==> src/rtl/sjd_pkg.sv <==
package sjd_pkg;

    typedef enum logic [1:0] {
        CLS_BYPASS   = 2'd0,
        CLS_BSCAN    = 2'd1,
        CLS_EXTUSER  = 2'd2,
        CLS_INTERNAL = 2'd3
    } instr_class_e;

    localparam int BS_COUNT = 6;
    localparam int BS_IDX_W = 3;
    localparam int NUM_WIN  = 3;

    // code value equals the op index
    localparam int OP_EXTEST  = 0;
    localparam int OP_SAMPLE  = 1;
    localparam int OP_INTEST  = 2;
    localparam int OP_RUNBIST = 3;
    localparam int OP_CLAMP   = 4;
    localparam int OP_HIGHZ   = 5;

    // ops that route through the boundary-scan side
    localparam logic [BS_COUNT-1:0] BS_ROUTE_MASK = 6'b001111;

endpackage

==> src/rtl/sjd_window.sv <==
module sjd_window #(
    parameter int IR_W = 10,
    parameter int LO   = 0,
    parameter int HI   = 0
) (
    input  logic [IR_W-1:0] ir,
    input  logic            lock,
    output logic            blocked
);
    localparam logic [31:0] LO_U = 32'(LO);
    localparam logic [31:0] HI_U = 32'(HI);

    logic [31:0] ir_u;

    always_comb begin
        ir_u    = 32'(ir);
        blocked = lock && (ir_u >= LO_U) && (ir_u <= HI_U);
    end
endmodule

==> src/rtl/sjd_classify.sv <==
module sjd_classify
    import sjd_pkg::*;
#(
    parameter int                  IR_W       = 10,
    parameter int                  USER_BASE  = 'h10,
    parameter int                  NUM_EXT    = 8,
    parameter int                  EXT_IDX_W  = 3,
    parameter logic [BS_COUNT-1:0] BS_ENABLE  = '1,
    parameter bit                  EXT_ENABLE = 1'b1,
    parameter int                  INT_LO     = 'h008,
    parameter int                  INT_HI     = 'h00F
) (
    input  logic [IR_W-1:0]      ir,
    output instr_class_e         cls,
    output logic [BS_IDX_W-1:0]  bs_idx,
    output logic [EXT_IDX_W-1:0] ext_idx
);
    localparam logic [31:0] BASE_U   = 32'(USER_BASE);
    localparam logic [31:0] END_U    = 32'(USER_BASE) + 32'(NUM_EXT);
    localparam logic [31:0] INT_LO_U = 32'(INT_LO);
    localparam logic [31:0] INT_HI_U = 32'(INT_HI);

    logic [31:0] ir_u;
    logic        hit_bs;
    logic        hit_ext;
    logic        hit_int;

    always_comb begin
        ir_u    = 32'(ir);
        hit_bs  = 1'b0;
        bs_idx  = '0;
        for (int i = 0; i < BS_COUNT; i++) begin
            if (BS_ENABLE[i] && (ir_u == 32'(i))) begin
                hit_bs = 1'b1;
                bs_idx = BS_IDX_W'(i);
            end
        end
        // two-sided unsigned compare; no wrapping subtraction in the test
        hit_ext = EXT_ENABLE && (ir_u >= BASE_U) && (ir_u < END_U);
        ext_idx = hit_ext ? EXT_IDX_W'(ir_u - BASE_U) : '0;
        hit_int = (ir_u >= INT_LO_U) && (ir_u <= INT_HI_U);

        if (hit_bs)       cls = CLS_BSCAN;
        else if (hit_ext) cls = CLS_EXTUSER;
        else if (hit_int) cls = CLS_INTERNAL;
        else              cls = CLS_BYPASS;
    end
endmodule

==> src/rtl/sjd_outreg.sv <==
module sjd_outreg
    import sjd_pkg::*;
#(
    parameter int NUM_EXT   = 8,
    parameter int EXT_IDX_W = 3
) (
    input  logic                 clk,
    input  logic                 trst_n,
    input  instr_class_e         cls,
    input  logic [BS_IDX_W-1:0]  bs_idx,
    input  logic [EXT_IDX_W-1:0] ext_idx,
    output logic [BS_COUNT-1:0]  bs_q,
    output logic [NUM_EXT-1:0]   ext_q,
    output logic                 blk_q
);
    logic [BS_COUNT-1:0] bs_d;
    logic [NUM_EXT-1:0]  ext_d;
    logic                blk_d;

    always_comb begin
        bs_d  = '0;
        ext_d = '0;
        blk_d = 1'b0;
        unique case (cls)
            CLS_BSCAN: begin
                bs_d[bs_idx] = 1'b1;
                blk_d        = BS_ROUTE_MASK[bs_idx];
            end
            CLS_EXTUSER: begin
                ext_d[ext_idx] = 1'b1;
                blk_d          = 1'b1;
            end
            CLS_INTERNAL: blk_d = 1'b0;
            CLS_BYPASS:   blk_d = 1'b0;
        endcase
    end

    always_ff @(posedge clk or negedge trst_n) begin
        if (!trst_n) begin
            bs_q  <= '0;
            ext_q <= '0;
            blk_q <= 1'b0;
        end else begin
            bs_q  <= bs_d;
            ext_q <= ext_d;
            blk_q <= blk_d;
        end
    end
endmodule

==> src/rtl/sjd_decoder.sv <==
module sjd_decoder
    import sjd_pkg::*;
#(
    parameter int                  IR_W       = 10,
    parameter int                  USER_BASE  = 'h10,
    parameter int                  NUM_EXT    = 8,
    parameter logic [BS_COUNT-1:0] BS_ENABLE  = '1,
    parameter bit                  EXT_ENABLE = 1'b1,
    parameter int                  INT_LO     = 'h008,
    parameter int                  INT_HI     = 'h00F,
    parameter int                  WIN0_LO    = 'h010,
    parameter int                  WIN0_HI    = 'h011,
    parameter int                  WIN1_LO    = 'h014,
    parameter int                  WIN1_HI    = 'h016,
    parameter int                  WIN2_LO    = 'h002,
    parameter int                  WIN2_HI    = 'h003
) (
    input  logic                 clk,
    input  logic                 trst_n,
    input  logic [IR_W-1:0]      ir_value,
    input  logic [NUM_WIN-1:0]   win_lock,
    output logic                 sel_extest,
    output logic                 sel_sample,
    output logic                 sel_intest,
    output logic                 sel_runbist,
    output logic                 sel_clamp,
    output logic                 sel_highz,
    output logic [NUM_EXT-1:0]   ext_sel,
    output logic                 blk_sel
);
    localparam int EXT_IDX_W = (NUM_EXT > 1) ? $clog2(NUM_EXT) : 1;
    localparam int WIN_LO [NUM_WIN] = '{WIN0_LO, WIN1_LO, WIN2_LO};
    localparam int WIN_HI [NUM_WIN] = '{WIN0_HI, WIN1_HI, WIN2_HI};

    logic [NUM_WIN-1:0]   win_hit;
    logic                 refused;
    instr_class_e         raw_cls;
    instr_class_e         eff_cls;
    logic [BS_IDX_W-1:0]  bs_idx;
    logic [EXT_IDX_W-1:0] ext_idx;
    logic [BS_COUNT-1:0]  bs_q;

    for (genvar g = 0; g < NUM_WIN; g++) begin : g_win
        sjd_window #(
            .IR_W (IR_W),
            .LO   (WIN_LO[g]),
            .HI   (WIN_HI[g])
        ) u_win (
            .ir      (ir_value),
            .lock    (win_lock[g]),
            .blocked (win_hit[g])
        );
    end

    sjd_classify #(
        .IR_W       (IR_W),
        .USER_BASE  (USER_BASE),
        .NUM_EXT    (NUM_EXT),
        .EXT_IDX_W  (EXT_IDX_W),
        .BS_ENABLE  (BS_ENABLE),
        .EXT_ENABLE (EXT_ENABLE),
        .INT_LO     (INT_LO),
        .INT_HI     (INT_HI)
    ) u_cls (
        .ir      (ir_value),
        .cls     (raw_cls),
        .bs_idx  (bs_idx),
        .ext_idx (ext_idx)
    );

    always_comb begin
        refused = |win_hit;
        eff_cls = refused ? CLS_BYPASS : raw_cls;
    end

    sjd_outreg #(
        .NUM_EXT   (NUM_EXT),
        .EXT_IDX_W (EXT_IDX_W)
    ) u_out (
        .clk     (clk),
        .trst_n  (trst_n),
        .cls     (eff_cls),
        .bs_idx  (bs_idx),
        .ext_idx (ext_idx),
        .bs_q    (bs_q),
        .ext_q   (ext_sel),
        .blk_q   (blk_sel)
    );

    always_comb begin
        sel_extest  = bs_q[OP_EXTEST];
        sel_sample  = bs_q[OP_SAMPLE];
        sel_intest  = bs_q[OP_INTEST];
        sel_runbist = bs_q[OP_RUNBIST];
        sel_clamp   = bs_q[OP_CLAMP];
        sel_highz   = bs_q[OP_HIGHZ];
    end
endmodule

==> config.mk <==
export PLATFORM = sky130hd
export DESIGN_NAME = sjd_decoder
export DESIGN_NICKNAME = d
export VERILOG_FILES = /design/src/rtl/sjd_pkg.sv /design/src/rtl/sjd_window.sv /design/src/rtl/sjd_classify.sv /design/src/rtl/sjd_outreg.sv /design/src/rtl/sjd_decoder.sv
export SDC_FILE = /design/constraint.sdc
export NUM_CORES = 1
export LEC_CHECK = 0
export ABC_AREA = 1
export BUFFER_PORTS_ARGS = -buffer_cell sky130_fd_sc_hd__buf_2
export CAP_MARGIN = 20
export CORE_UTILIZATION = 43
export DETAILED_ROUTE_END_ITERATION = 8
export PLACE_DENSITY = 0.73
export SKIP_CTS_REPAIR_TIMING = 1
export SYNTH_ARGS = -nofsm -noshare
export SYNTH_HDL_FRONTEND = slang
export SYNTH_SLANG_ARGS = --single-unit
==> constraint.sdc <==
create_clock -name clk -period 0.8 [get_ports clk]
set_input_delay 0.08 -clock clk [delete_from_list [all_inputs] [get_ports clk]]
set_output_delay 0.08 -clock clk [all_outputs]
set_load 0.01 [all_outputs]
==> impl_metrics.yaml, run 1 <==
grt:
  antenna_found_initial: 0
  grt.overflow.total: 0
  grt_first_pass_wirelength_um: 3132
  first_global_vias: 805
  track_usage_pct: 20.83
  grt_max_degree: 16
critical_path:
  path_common_cell: "nand2_2"
  setup.worst_path.end_class: "flip-flop"
  worstPathArrival_ns: 1.23
  max_stage_delay_ns: 0.18
  crit_chain: "buf_2 -> nor2_4 -> nand3_4 -> nand2_2 -> inv_2 -> nand2_2 -> nand2_2 -> nor2_4 -> nand4_1 -> nor2_1"
  worst-path-buf-inv: 2
  required_ns: 1.02
  cpMaxStageDelayCell: "nor2_4"
  startpoint: "ir_value[8]"
  critPathKind: "in2reg"
  cp_top_family: "simple AND/OR/NAND/NOR gates"
  start_kind: "primary input"
  crit_fanout: 7
synth:
  yosys_register_bits: 15
  synthesis.nets: 134
  synth_cell_types: 18
  syn_area_um2: 859.6
  synthFlopType: "dfrtp_1"
  ys_async_sr_fraction_pct: 100.0
  ys_top_cells_by_area: "dfrtp_1, nand2_1, nor2_1, inv_1, nand3_1"
  yosys.area.top_type_share_pct: 43.67
  avgSynthCellArea_um2: 7.223
  synth_top_area_cell: "dfrtp_1"
  netlist_top_cells_count: "nand2_1, nor2_1, inv_1, dfrtp_1, nand3_1"
  syn_inst: 119
  synth-edff-count: 0
  yosysSeqAreaShare_pct: 43.67
  yosysWarnings: 0
placement:
  dpl_cell_area_um2: 1200
  dp_slack_ns: -0.4947
  routabilityCongestion: 0.8549
  post-dp-hpwl_um: 1633
  port-buffer-count: 29
floorplanning:
  chipHeight_um: 46.71
  rows: 15
  dieArea_um2: 2182
  io-pin-count: 30
  die_x_um: 46.71
  initial_utilization_pct: 47.71
  fp.coreArea_um2: 1802
power:
  p_per_area_nw_per_um2: 1078
  leakage_nw: 0.7210
  switching_share_pct: 27.00
  p_sw_w: 0.0003945
  p_int_w: 0.001067
  peakVddDrop_uv: 664.2
  clkPwrFrac_pct: 28.7
  pwr-share-comb_pct: 19.2
  pwr-share-seq_pct: 52.1
final_layout:
  antenna_cells: 0
  num-nets-final: 189
  area_growth_pct: 57.64
  drive_above_1_share_pct: 46.82
  final_design_area_no_fill_um2: 1355
  seq_area_um2: 375.4
  num-fill-cells: 141
  multiInputGateArea_um2: 510.5
timing:
  setup_viol: 27
  layout_min_cycle_time_ns: 1.008
  worst_slew_pin_slew_ns: 0.3052
  slew_viol_final: 0
  relSlewSlack_pct: 79.66
  max_freq_ghz: 0.9922
  hold_viol: 0
  rsz0062_at_grt: "yes"
  fin_crit_sh_pct: 126.0
  layout_setup_ws_ns: -0.2078
route:
  wl_per_cell_um: 11.01
  ant_nets: 0
  vias: 963
  viasPerCell: 4.864
  drt_pass1_iterations: 4
  drc: 0
  routed_wl_um: 2179
  drtIter0Drc: 19
min_path:
  hold_end: "u_out.bs_q[0]$_DFF_PN0_"
  worstHoldStart: "ir_value[7]"
  min_path_type: "in2reg"
  hold_depth: 4
run_status:
  violations: "negative setup slack"
  status: "finished, violations left"
clock_network:
  cts_root_buffer: "clkbuf_4"
  cts_buffers: 3
  clock_path_buffers: 2
  path_clk_slew_ns: 0.08
  cts_sinks: 15
  cts_tree: "built"
  htreeDepth: 1
flow_run:
  max_cap_viol_count: 0
-- routing by layer --
layer | GRT usage [%] | share of wire, % | wire length, µm | vias up
met1 | 24.11 | 39 | 853 | 425
met2 | 33.06 | 52 | 1124 | 45
met5 | 0 | 0 | 0 | -
met4 | 19.43 | 5.5 | 120 | 0
li1 | - | - | - | 481
met3 | 2.353 | 3.7 | 80 | 12
-- flip-flops by register name, indices dropped and copies added (netlist names) --
signal	count
u_out.blk_q	1
u_out.ext_q	8
u_out.bs_q	6
-- per-stage QoR --
step                setup TNS, ns  std cells  utilization (%)  hold WS [ns]   power, W
floorplan                  -2.167        119                -       -0.2156  0.0008689
global placement           -5.574        192            66.60      -0.01738   0.001010
detailed placement         -6.029        192            66.60      -0.01348   0.001017
CTS                        -2.946        196            68.13       -0.3229   0.001426
global route               -4.358        198            75.21        0.1414   0.001525
finish                     -2.852        198            75.21        0.1253   0.001461
-- cells by family (layout without fill, tap and decap cells) --
family	after synthesis	in the layout	synth area share, %
simple gates	84	84	46.72
compound gates	3	3	2.184
flops	15	15	43.67
buf+inv	17	71	7.423
-- power groups by stage --
stage / registers (W) / clock network, W / logic [W]
floorplan: 0.000778 / 0 / 0.0000908
global route: 0.000762 / 0.000457 / 0.000306
CTS: 0.000761 / 0.000424 / 0.000242
detailed placement: 0.000776 / 0 / 0.000241
finish: 0.000761 / 0.000419 / 0.000281
global placement: 0.000776 / 0 / 0.000234
-- how the worst max path moves through the flow --
| stage | cells past startpoint | end | slack [ns] |
|---|---|---|---|
| CTS | 10 | u_out.ext_q[5]$_DFF_PN0_ | -0.20 |
| finish | 10 | u_out.bs_q[2]$_DFF_PN0_ | -0.21 |
| detailed placement | 10 | u_out.ext_q[5]$_DFF_PN0_ | -0.49 |
| global placement | 10 | u_out.ext_q[5]$_DFF_PN0_ | -0.45 |
| global route | 10 | u_out.bs_q[3]$_DFF_PN0_ | -0.29 |
| floorplan | 9 | u_out.ext_q[1]$_DFF_PN0_ | -0.19 |
-- layout make-up --
| cell class | instances | share of cell area (%) |
|---|---|---|
| tap | 25 | 2.308 |
| clock buffer | 3 | 1.662 |
| clock inverter | 1 | 0.3693 |
| sequential | 15 | 27.70 |
| timing repair buffer | 50 | 25.39 |
| inverter | 17 | 4.894 |
| multi-input combinational | 87 | 37.67 |
-- cells in the final DEF (no fill, tap or decap) --
cell type,instances
buf_6,7
nand2_1,22
nor3_1,1
nand4_4,1
nor2_4,7
nor2_2,6
a21oi_2,1
nand2_2,6
and2_1,1
nor2_1,21
nand4_1,5
nand3_1,9
inv_1,14
nand2_4,1
clkbuf_4,3
dfrtp_1,15
inv_2,2
dlygate4sd3_1,1
inv_4,1
nand3_4,2
buf_2,24
clkinv_2,1
buf_4,18
a21o_1,1
nor3b_1,1
a31oi_1,1
nand3_2,1
(Power assumes the default switching activity.)
==> inputs of run 2 (changes only) <==
Settings changed: CORE_UTILIZATION 43 to 51, PLACE_DENSITY 0.73 to 0.81.
Clock period 0.8 ns to 1.2 ns, I/O delays scaled along.
==> run 2 against run 1 <==
Net effect: the flow now finishes without violations; first-iteration DRC count decreased by 26%; count of clock-buffer cells in the layout increased by 1; core utilization increased by 0.44 points; sequential cell count unchanged; setup slack improved by 0.34 ns; combinational power decreased by 47%; clock power decreased by 34%; highest routed layer unchanged.
==> impl_metrics.yaml, run 2 (synthesis results as in run 1) <==
final_layout:
  largest_reg_flops: 8
  num-fill-cells: 135
  antenna_cells: 0
  final_common_cell: "buf_2"
  reg.largest.list: "u_out.ext_q: 8 flops, u_out.bs_q: 6 flops, u_out.blk_q: 1 flops"
  drive_above_1_share_pct: 33.53
  registers.top_by_ff_count: "u_out.ext_q"
  area_growth_pct: 35.66
  final_cell_mix: "buf_2, nand2_1, nor2_1"
  num-nets-final: 183
grt:
  grt_first_pass_wirelength_um: 3160
  grt.overflow.total: 0
  grt_max_degree: 16
  antenna_found_initial: 0
  track_usage_pct: 22.83
  first_global_vias: 834
route:
  wl_per_cell_um: 10.51
  vias: 915
  drc: 0
  ant_nets: 0
  routed_wl_um: 1923
  drtIter0Drc: 14
  drt_pass1_iterations: 4
  viasPerCell: 5.000
min_path:
  min_path_type: "in2reg"
  worstHoldStart: "ir_value[2]"
clock_network:
  cts_buffers: 3
  cts_root_buffer: "clkbuf_4"
  path_clk_slew_ns: 0.08
  htreeDepth: 1
  cts_tree: "built"
  clock_path_buffers: 2
  cts_sinks: 15
timing:
  slew_viol_final: 0
  relSlewSlack_pct: 79.65
  rsz0062_at_grt: "no"
  layout_min_cycle_time_ns: 1.069
  worst_slew_pin_slew_ns: 0.3053
  layout_setup_ws_ns: 0.1308
  fin_crit_sh_pct: 89.10
  setup_viol: 0
  final.setup.tns_ns: 0
  hold_viol: 0
  max_freq_ghz: 0.9352
power:
  p_int_w: 0.0007008
  p_per_area_nw_per_um2: 800.5
  pwr-share-comb_pct: 16.0
  leakage_nw: 0.6757
  p_sw_w: 0.0002327
  pwr-share-seq_pct: 54.3
  switching_share_pct: 24.92
  peakVddDrop_uv: 443.3
  clkPwrFrac_pct: 29.6
critical_path:
  crit_chain: "buf_2 -> nor2_1 -> inv_1 -> nand2_1 -> nand2_1 -> nand2_1 -> a21oi_1 -> nor2_4 -> nand4_2 -> nor2_1"
  max_stage_delay_ns: 0.22
  cp_top_family: "simple AND/OR/NAND/NOR gates"
  start_kind: "primary input"
  crit_end: "u_out.ext_q[7]$_DFF_PN0_"
  startpoint: "ir_value[3]"
  required_ns: 1.41
  setup.worst_path.end_class: "flip-flop"
  cpMaxStageDelayCell: "nor2_1"
  critPathKind: "in2reg"
  worst-path-buf-inv: 2
  worstPathArrival_ns: 1.28
  cp.depth: 10
  path_common_cell: "nand2_1"
  crit_fanout: 6
floorplanning:
  die_x_um: 43.06
  chipHeight_um: 43.06
  initial_utilization_pct: 55.76
  dieArea_um2: 1854
  rows: 14
  io-pin-count: 30
  fp.coreArea_um2: 1541
run_status:
  status: "finished clean"
placement:
  post-dp-hpwl_um: 1556
  dp_slack_ns: -0.1550
  routabilityCongestion: 0.8413
  port-buffer-count: 29
flow_run:
  max_cap_viol_count: 0
-- run 2: cell count changes in the layout (fill, tap and decap cells not counted), moves of 4 or more --
cell and delta:
buf_6 -7, nand2_2 -5, buf_4 -4, buf_2 +5
nand2_1 +6, nor2_1 +7, nor2_2 -4
-- run 2: layout make-up --
class / count / area [µm²] / share of cell area, %
flip-flops and latches: 15 / 375.4 / 32.19
multi-input cells: 87 / 420.4 / 36.05
inverters: 17 / 63.81 / 5.472
clock buffers: 4 / 26.28 / 2.253
well taps: 16 / 20.02 / 1.717
repair buffers: 44 / 260.3 / 22.32
-- run 2: routing by layer --
metal | global-route usage [%] | up-vias | part of all wire, %
li1 | - | 471 | -
met1 | 23.51 | 410 | 41
met2 | 44.55 | 30 | 53
met3 | 2.553 | 4 | 3.6
met4 | 10.91 | 0 | 2.2
met5 | 0 | - | 0
-- run 2: worst min-delay path by stage --
stage,slack (ns),end,depth (start not counted)
floorplan,-0.18,u_out.blk_q$_DFF_PN0_,0
global placement,0.02,u_out.ext_q[7]$_DFF_PN0_,1
detailed placement,0.03,u_out.ext_q[1]$_DFF_PN0_,1
CTS,-0.27,u_out.bs_q[0]$_DFF_PN0_,1
global route,0.22,u_out.ext_q[5]$_DFF_PN0_,4
finish,0.21,u_out.ext_q[5]$_DFF_PN0_,4
-- run 2: power by group through the flow --
stage | clock network [W] | registers [W] | logic (W)
2_1_floorplan | 0 | 0.000519 | 0.0000565
3_3_place_gp | 0 | 0.000517 | 0.000144
3_5_place_dp | 0 | 0.000517 | 0.000147
4_1_cts | 0.000273 | 0.000507 | 0.000148
5_1_grt | 0.000294 | 0.000507 | 0.000167
6_report | 0.000277 | 0.000507 | 0.000150
-- run 2: through the flow --
step	total power [W]	utilization, %	instances	cell area [µm²]	hold slack [ns]
floorplan	0.0005753	-	119	859.6	-0.1756
global placement	0.0006615	73.30	178	1130	0.02248
detailed placement	0.0006646	73.30	178	1130	0.02887
CTS	0.0009280	75.00	182	1156	-0.2700
global route	0.0009686	75.65	183	1166	0.2235
finish	0.0009334	75.65	183	1166	0.2082
